`src/rtl/fz_inf_pkg.sv`:
```
package fz_inf_pkg;
  parameter int IDX_W  = 3;
  parameter int DEG_W  = 6;
  parameter int CONS_W = 8;
  parameter int SEL_W  = 2;
  localparam int ADDR_W = 2 * IDX_W;
  localparam int DEPTH  = 1 << ADDR_W;

  typedef struct packed {
    logic [IDX_W-1:0] idx0;
    logic [IDX_W-1:0] idx1;
    logic [DEG_W-1:0] deg0;
    logic [DEG_W-1:0] deg1;
  } fz_term_t;

  function automatic logic [CONS_W-1:0] rule_cons(input int unsigned hi,
                                                   input int unsigned lo,
                                                   input int unsigned mul);
    logic [31:0] t;
    t = mul * (2 * hi + lo);
    return t[CONS_W-1:0];
  endfunction
endpackage

```
`src/rtl/fz_rule_rom.sv`:
```
module fz_rule_rom
  import fz_inf_pkg::*;
#(
  parameter int unsigned MUL = 11
) (
  input  logic [ADDR_W-1:0] addr_i,
  output logic [CONS_W-1:0] cons_o
);
  logic [CONS_W-1:0] tbl [DEPTH];

  for (genvar g = 0; g < DEPTH; g++) begin : g_ent
    assign tbl[g] = rule_cons(g >> IDX_W, g % (1 << IDX_W), MUL);
  end

  assign cons_o = tbl[addr_i];
endmodule

```
`src/rtl/fz_min_sel.sv`:
```
module fz_min_sel
  import fz_inf_pkg::*;
(
  input  fz_term_t          term_a_i,
  input  fz_term_t          term_b_i,
  input  logic [SEL_W-1:0]  sel_i,
  output logic [ADDR_W-1:0] addr_o,
  output logic [DEG_W-1:0]  strength_o
);
  logic [IDX_W-1:0] ia, ib;
  logic [DEG_W-1:0] da, db;

  // sel_i[1] chooses input A's set, sel_i[0] chooses input B's set
  always_comb begin
    ia = sel_i[1] ? term_a_i.idx1 : term_a_i.idx0;
    da = sel_i[1] ? term_a_i.deg1 : term_a_i.deg0;
    ib = sel_i[0] ? term_b_i.idx1 : term_b_i.idx0;
    db = sel_i[0] ? term_b_i.deg1 : term_b_i.deg0;
  end

  assign addr_o     = {ia, ib};
  assign strength_o = (da < db) ? da : db;
endmodule

```
`src/rtl/fz_rule_seq.sv`:
```
module fz_rule_seq
  import fz_inf_pkg::*;
(
  input  logic             clk_i,
  input  logic             rst_ni,
  input  logic             start_i,
  input  fz_term_t         term_a_i,
  input  fz_term_t         term_b_i,
  output logic             active_o,
  output logic [SEL_W-1:0] sel_o,
  output fz_term_t         cur_a_o,
  output fz_term_t         cur_b_o
);
  localparam logic [SEL_W-1:0] SEL_LAST = '1;

  logic             active_q, pend_v_q;
  logic [SEL_W-1:0] sel_q;
  fz_term_t         cur_a_q, cur_b_q, pend_a_q, pend_b_q;

  always_ff @(posedge clk_i or negedge rst_ni) begin
    if (!rst_ni) begin
      active_q <= 1'b0;
      pend_v_q <= 1'b0;
      sel_q    <= '0;
      cur_a_q  <= '0;
      cur_b_q  <= '0;
      pend_a_q <= '0;
      pend_b_q <= '0;
    end else if (!active_q) begin
      if (start_i) begin
        active_q <= 1'b1;
        sel_q    <= '0;
        cur_a_q  <= term_a_i;
        cur_b_q  <= term_b_i;
      end
    end else if (sel_q == SEL_LAST) begin
      if (pend_v_q) begin
        sel_q   <= '0;
        cur_a_q <= pend_a_q;
        cur_b_q <= pend_b_q;
        if (start_i) begin
          pend_a_q <= term_a_i;
          pend_b_q <= term_b_i;
        end else begin
          pend_v_q <= 1'b0;
        end
      end else if (start_i) begin
        sel_q   <= '0;
        cur_a_q <= term_a_i;
        cur_b_q <= term_b_i;
      end else begin
        active_q <= 1'b0;
      end
    end else begin
      sel_q <= sel_q + 1'b1;
      if (start_i) begin
        // newest start replaces any older pending one
        pend_v_q <= 1'b1;
        pend_a_q <= term_a_i;
        pend_b_q <= term_b_i;
      end
    end
  end

  assign active_o = active_q;
  assign sel_o    = sel_q;
  assign cur_a_o  = cur_a_q;
  assign cur_b_o  = cur_b_q;


  sel_step_chk: assert property (@(posedge clk_i) disable iff (!rst_ni)
    active_q && sel_q != SEL_LAST |=> active_q && sel_q == $past(sel_q) + 1'b1);


  pend_hold_chk: assert property (@(posedge clk_i) disable iff (!rst_ni)
    active_q && sel_q != SEL_LAST && start_i |=> pend_v_q);


  no_bubble_chk: assert property (@(posedge clk_i) disable iff (!rst_ni)
    active_q && sel_q == SEL_LAST && start_i |=> active_q && sel_q == '0);
endmodule

```
`src/rtl/fz_active_rule_engine.sv`:
```
module fz_active_rule_engine
  import fz_inf_pkg::*;
#(
  parameter int unsigned CONS_MUL = 11
) (
  input  logic              clk_i,
  input  logic              rst_ni,
  input  logic              start_i,
  input  logic [IDX_W-1:0]  a_idx0_i,
  input  logic [IDX_W-1:0]  a_idx1_i,
  input  logic [DEG_W-1:0]  a_deg0_i,
  input  logic [DEG_W-1:0]  a_deg1_i,
  input  logic [IDX_W-1:0]  b_idx0_i,
  input  logic [IDX_W-1:0]  b_idx1_i,
  input  logic [DEG_W-1:0]  b_deg0_i,
  input  logic [DEG_W-1:0]  b_deg1_i,
  output logic [CONS_W-1:0] cons_o,
  output logic [DEG_W-1:0]  strength_o,
  output logic              rule_valid_o,
  output logic              rule_last_o
);
  fz_term_t          in_a, in_b, cur_a, cur_b;
  logic              active;
  logic [SEL_W-1:0]  sel;
  logic [ADDR_W-1:0] addr;
  logic [DEG_W-1:0]  str_d;
  logic [CONS_W-1:0] cons_d;

  assign in_a = '{idx0: a_idx0_i, idx1: a_idx1_i, deg0: a_deg0_i, deg1: a_deg1_i};
  assign in_b = '{idx0: b_idx0_i, idx1: b_idx1_i, deg0: b_deg0_i, deg1: b_deg1_i};

  fz_rule_seq u_seq (
    .clk_i    (clk_i),
    .rst_ni   (rst_ni),
    .start_i  (start_i),
    .term_a_i (in_a),
    .term_b_i (in_b),
    .active_o (active),
    .sel_o    (sel),
    .cur_a_o  (cur_a),
    .cur_b_o  (cur_b)
  );

  fz_min_sel u_sel (
    .term_a_i   (cur_a),
    .term_b_i   (cur_b),
    .sel_i      (sel),
    .addr_o     (addr),
    .strength_o (str_d)
  );

  fz_rule_rom #(.MUL(CONS_MUL)) u_rom (
    .addr_i (addr),
    .cons_o (cons_d)
  );

  always_ff @(posedge clk_i or negedge rst_ni) begin
    if (!rst_ni) begin
      cons_o       <= '0;
      strength_o   <= '0;
      rule_valid_o <= 1'b0;
      rule_last_o  <= 1'b0;
    end else begin
      cons_o       <= active ? cons_d : '0;
      strength_o   <= active ? str_d  : '0;
      rule_valid_o <= active;
      rule_last_o  <= active && (sel == '1);
    end
  end


  last_in_burst_chk: assert property (@(posedge clk_i) disable iff (!rst_ni)
    rule_last_o |-> rule_valid_o);


  burst_cont_chk: assert property (@(posedge clk_i) disable iff (!rst_ni)
    rule_valid_o && !rule_last_o |=> rule_valid_o);


  idle_zero_chk: assert property (@(posedge clk_i) disable iff (!rst_ni)
    !rule_valid_o |-> cons_o == '0 && strength_o == '0);
endmodule

```
`config.mk`:
```
export PLATFORM = sky130hd
export DESIGN_NAME = fz_active_rule_engine
export DESIGN_NICKNAME = d
export VERILOG_FILES = /design/src/rtl/fz_inf_pkg.sv /design/src/rtl/fz_rule_rom.sv /design/src/rtl/fz_min_sel.sv /design/src/rtl/fz_rule_seq.sv /design/src/rtl/fz_active_rule_engine.sv
export SDC_FILE = /design/constraint.sdc
export NUM_CORES = 1
export LEC_CHECK = 0
export CAP_MARGIN = 20
export CORE_UTILIZATION = 48
export CTS_CLUSTER_SIZE = 24
export DETAILED_ROUTE_END_ITERATION = 8
export HOLD_SLACK_MARGIN = 0.06
export PLACE_DENSITY = 0.84
export SYNTH_ARGS = -nofsm -noshare
export SYNTH_HDL_FRONTEND = slang
export SYNTH_HIERARCHICAL = 1
export SYNTH_SLANG_ARGS = --single-unit
```
`constraint.sdc`:
```
create_clock -name clk_i -period 2.5 [get_ports clk_i]
set_clock_uncertainty 0.1 [all_clocks]
set_input_delay 0.75 -clock clk_i [delete_from_list [all_inputs] [get_ports clk_i]]
set_output_delay 0.75 -clock clk_i [all_outputs]
set_load 0.01 [all_outputs]
```
After elaboration in Yosys (flattened, before gate mapping). Memories as Yosys holds them, arrays and structs flattened. Cells that the tools add are included.

Add/sub/neg operators: 1. $mul: 0. Div/mod/pow operators: 0. Magnitude comparators: 2. Eq/ne operators: 3. Shifts and indexed selects: 0. Mux-type cells: 34. Bitwise logic cells: 1. Reductions and logical operators: 4.

Operator list (number): 18-bit two-way mux (14); 6-bit two-way mux (4); 8-bit two-way mux (3); 2-bit two-way mux (4); 7-bit greater-or-equal comparator (second input constant) (1); 1-bit two-way mux (7); 6-bit NOT with 7-bit output (1); 6-bit < comparator (1); 3-bit two-way mux (2); 2-bit AND reduction (2); 2-bit by 1-bit adder with 2-bit output (second input constant) (1); 2-bit == test (second input constant) (1); 2-bit by 1-bit inequality test with 1-bit output (second input constant) (1); 2-bit inequality test (second input constant) (1); 2-bit nonzero test (1); 1-bit logical AND (1).

Flip-flop bits (word level): 92. Latch bits: 0. Bits in writable memories: 0. Bits in read-only memories: 512. Bits of input ports: 39. Output and inout port bits: 16. Memories: 1.

Memories: (name not given) (words 64, bits a word 8, read ports 1, clocked after Yosys merged registers in 0, write ports 0, RTL line fz_rule_rom.sv:15) `assign cons_o = tbl[addr_i];`.

Depth between registers and ports, before layout.
Depth after elaboration: 6. Mapped depth: 9. Gate-level depth less buffers: 8.

Cells and area by module. Netlist, hierarchy kept.

By module, submodules not included: fz_rule_seq (times used 1, cells each 224, area each 3279.4 µm², sequential area each 1901.8 µm²); fz_active_rule_engine (times used 1, cells each 32, area each 519.2 µm², sequential area each 400.4 µm²); fz_rule_rom (times used 1, cells each 63, area each 461.7 µm², sequential area each 0.0 µm²); fz_min_sel (times used 1, cells each 43, area each 411.6 µm², sequential area each 0.0 µm²).

Worst setup path after synthesis. OpenSTA, ideal clock, no wires.

Path kind: register to register. From: register u_seq.sel_q[0], in the netlist u_seq/sel_o[0]. To: register cons_o[4]. Arrival time: 2145 ps. Slack: 191 ps. Stages on the path, launching flop included: 10. Buffers on the path: 1. Path through: dfrtp_1 buf_6 mux2_2 inv_1 ha_1 nor3b_1 a311o_1 a22oi_1 o2bb2ai_1 and2_2.

Longest elaborated chain between the ends: 6.

Ends and longest elaborated chain: start, declared (RTL line fz_rule_seq.sv:17) `logic [SEL_W-1:0] sel_q;`; start signal, assigned (RTL line fz_rule_seq.sv:55) `sel_q <= sel_q + 1'b1;`; 3-bit two-way mux (RTL line fz_min_sel.sv:17) `ib = sel_i[0] ? term_b_i.idx1 : term_b_i.idx0;`; via addr[1] (RTL line fz_active_rule_engine.sv:25) `logic [ADDR_W-1:0] addr;`; 6-bit NOT with 7-bit output (implied by the code) (RTL line fz_rule_rom.sv:15); memory 64 x 8 bit; 8-bit two-way mux (implied by the code) (2 in series) (RTL line fz_rule_rom.sv:15); via cons_d[4] (RTL line fz_active_rule_engine.sv:27) `logic [CONS_W-1:0] cons_d;`; 8-bit two-way mux (RTL line fz_active_rule_engine.sv:64) `cons_o <= active ? cons_d : '0;`; end signal, assigned (RTL line fz_active_rule_engine.sv:64); end, declared (RTL line fz_active_rule_engine.sv:17) `output logic [CONS_W-1:0] cons_o,`.

The timed path passes the listed nets, and every way through them passes these cells. The select of a mux whose other input is x is not followed. A chain may end at the register's enable or synchronous reset.

Worst setup path in the final report.
From: register u_seq.sel_q[1], in the netlist u_seq/sel_o[1]. To: register strength_o[4].

Longest elaborated chain between the ends: 4.

Ends and longest elaborated chain: 6-bit two-way mux * (RTL line fz_min_sel.sv:16) `da = sel_i[1] ? term_a_i.deg1 : term_a_i.deg0;`; 6-bit < comparator (RTL line fz_min_sel.sv:22) `assign strength_o = (da < db) ? da : db;`; 6-bit two-way mux * (RTL line fz_min_sel.sv:22); via str_d[4] (RTL line fz_active_rule_engine.sv:26) `logic [DEG_W-1:0] str_d;`; 6-bit two-way mux * (RTL line fz_active_rule_engine.sv:65) `strength_o <= active ? str_d : '0;`; end signal, assigned (RTL line fz_active_rule_engine.sv:65); end, declared (RTL line fz_active_rule_engine.sv:18) `output logic [DEG_W-1:0] strength_o,`.

The timed path passes the listed nets; every way through them passes the cells marked *.

==> flow_metrics.tcl <==
set metrics [dict create \
    grt_pass1_vias 3214 \
    viasPerCell 5.66 \
    cts_buffer_depth 2 \
    num_rows 35 \
    drv_cap 0 \
    clock-root-buffer "clkbuf_8" \
    synth_edf_count 0 \
    dp.cells 539 \
    cts_tree "yes" \
    ant_nets 0 \
    syn_area_per_cell_sq_um 12.9 \
    cts_made_buffers 9 \
    nFillCells 747 \
    syn2layout_area_growth_pct 18.6 \
    maxSlewHeadroom_pct 72.2 \
    crit_required_ns 2.66 \
    grt_setup_unrepaired "false" \
    coreArea_sq_um 9330 \
    hold_viol 0 \
    synth_nets 412 \
    critPathKind "flip-flop to flip-flop" \
    hold_buffers 0 \
    irDropWorstVdd_uv 537 \
    yosysWarnings 6 \
    grt_overflow 0 \
    synth_cells 362 \
    r2r_end "strength_o[4]" \
    ios 55 \
    power_leakage_nw 2.42 \
    clock_sinks 92 \
    worstMarginPinSlew_ns 0.416 \
    async_reset_ff_share_pct 100 \
    drv_slew 0 \
    io_buffers 54 \
    hpwl_um 6800 \
    antenna_found_initial 0 \
    grt_usage_pct 20.8 \
    crit_fanout 5 \
    netlist.area_leader.share_pct 49.3 \
    setup_tns_ns 0 \
    hold_class "primary input to asynchronous set/reset pin" \
    holdWs_ns 0.144 \
    wl_per_cell_um 17.7 \
    ys.flop_type "dfrtp_1" \
    die_area_sq_um 10100 \
    drt-total-wl_um 9850 \
    num_vias 3149 \
    period_share_pct 95.3 \
    synth.distinct_cells 48 \
    min_period_ns 2.38 \
    ys_ff_latch 92 \
    place_congestion 0.873 \
    grt_max_degree 51 \
    r2r-start "u_seq/sel_o[1]" \
    fin_ws_ns 0.116 \
    critPathCaptureType "flip-flop" \
    drc 0 \
    instances_no_fill 556 \
    insertion_delay_ns 0.36 \
    r2r_slack_ns 0.12 \
    fmax_mhz 420 \
    power_density_nw_per_um2 1390 \
    setup_viol 0 \
    die_x_um 101 \
    dpl_cell_area_sq_um 5340 \
    drive_above_1_share_pct 24.8 \
    ys_seq_area_share_pct 49.3 \
    die_h_um 101 \
    clk_pin_slew_ns 0.09 \
    grt_pass1_wl_um 16200 \
    cp.arrival_ns 2.54 \
    design_area_sq_um 5540 \
    diodes 0 \
    initial_core_util_pct 50.1 \
    synth_area_leaders "dfrtp_1 (49%), mux2_4 (9.6%), a2bb2oi_1 (6.6%)" \
    yosysTopAreaCell "dfrtp_1" \
    startpoint_type "flip-flop" \
    nNetsFinal 472 \
    status "completed" \
    r2r_cells 10 \
    pre_cts_ws_ns 0.0715 \
    htreeDepth 3 \
    detailedRoute.firstPassIterationCount 4 \
    drt_iter0_markers 203 \
    netlist_area_sq_um 4670 \
]
## cells in the mapped netlist, drive strengths merged, types with 7 or more instances
cell type	count
dfrtp	92
mux2	42
o22ai	37
a2bb2oi	35
buf	26
mux2i	24
and2	14
ha	11
inv	11
a21oi	8
o21ai	8
nand2	7
## sequential cells by signal (all words and copies together) (netlist names)
name            flops
rule_valid_o        1
u_seq/sel_o         2
u_seq/pend_a_q     18
rule_last_o         1
u_seq/active_o      1
u_seq/cur_a_o      18
strength_o          6
cons_o              8
u_seq/pend_v_q      1
u_seq/cur_b_o      18
u_seq/pend_b_q     18
## cells in the final DEF, fill, tap and decap left out, types with 7 or more instances in the layout
cell type	instances
nand2_1	7
clkbuf_8	10
and2_2	10
buf_4	20
a2bb2oi_1	35
dfrtp_1	91
o22ai_1	37
mux2i_1	22
mux2_4	30
clkdlybuf4s50_1	53
ha_1	11
mux2_2	12
inv_1	10
## through the flow
step	utilization, %	power [mW]
2_1_floorplan	-	5.58
3_3_place_gp	57.3	6.47
3_5_place_dp	57.3	6.65
4_1_cts	59.1	7.59
5_1_grt	59.4	8.22
6_report	59.4	7.69
## kinds of logic after synthesis
| family | after synthesis | synth area share (%) |
|---|---|---|
| compound gates | 106 | 17.3 |
| mux | 66 | 17.7 |
| flops | 92 | 49.3 |
| buf+inv | 40 | 6.32 |
| simple gates | 42 | 5.38 |
| xor+xnor | 5 | 1.10 |
| fa+ha+maj | 11 | 2.95 |
## layer usage
layer	GRT usage, %	routed length [um]	vias to the layer above	share of wire (%)
met5	0	0	-	0
met1	29.6	4530	1579	46
met3	3.26	419	16	4.3
met2	31.2	4680	84	47
li1	-	-	1470	-
met4	10.0	218	0	2.2
## timing repair
| item | in CTS | in global routing |
|---|---|---|
| buffers inserted | 0 | 1 |
| endpoints found under the setup margin | 0 | 6 |
| resized for setup | 0 | 5 |
## power breakdown
part | internal (mW) | total, mW | switching [mW]
clock network | 0.387 | 0.915 | 0.528
logic | 2.32 | 4.40 | 2.08
registers | 2.05 | 2.37 | 0.318
## worst max-delay path by stage
stage                   startpoint           endpoint  slack (ns)  depth (start not counted)
finish              u_seq/sel_o[1]      strength_o[4]        0.12                         10
global route        u_seq/sel_o[1]      strength_o[3]       0.008                          9
global placement           start_i  u_seq/cur_b_o[12]        0.15                          5
detailed placement  u_seq/sel_o[1]      strength_o[3]        0.07                         10
CTS                 u_seq/sel_o[1]      strength_o[4]        0.01                         10
floorplan           u_seq/sel_o[0]          cons_o[4]        0.19                          9
## layout make-up
cell class	instances	area, sq um	area share [%]
sequential	92	2300	41.6
multi-input combinational	230	2090	37.6
timing repair buffer	78	772	13.9
tap	129	161	2.91
clock buffer	10	138	2.48
inverter	11	41.3	0.745
clock inverter	6	38.8	0.700
## critical path, stage by stage (launching register included)
cell and delay (ns):
dfrtp_1 0.41, buf_4 0.16, mux2i_1 0.27, inv_1 0.08
ha_1 0.22, a211o_1 0.27, a21oi_2 0.18, o31ai_4 0.12
buf_6 0.15, mux2i_1 0.12, and2_2 0.20
(Power assumes the default switching activity.)
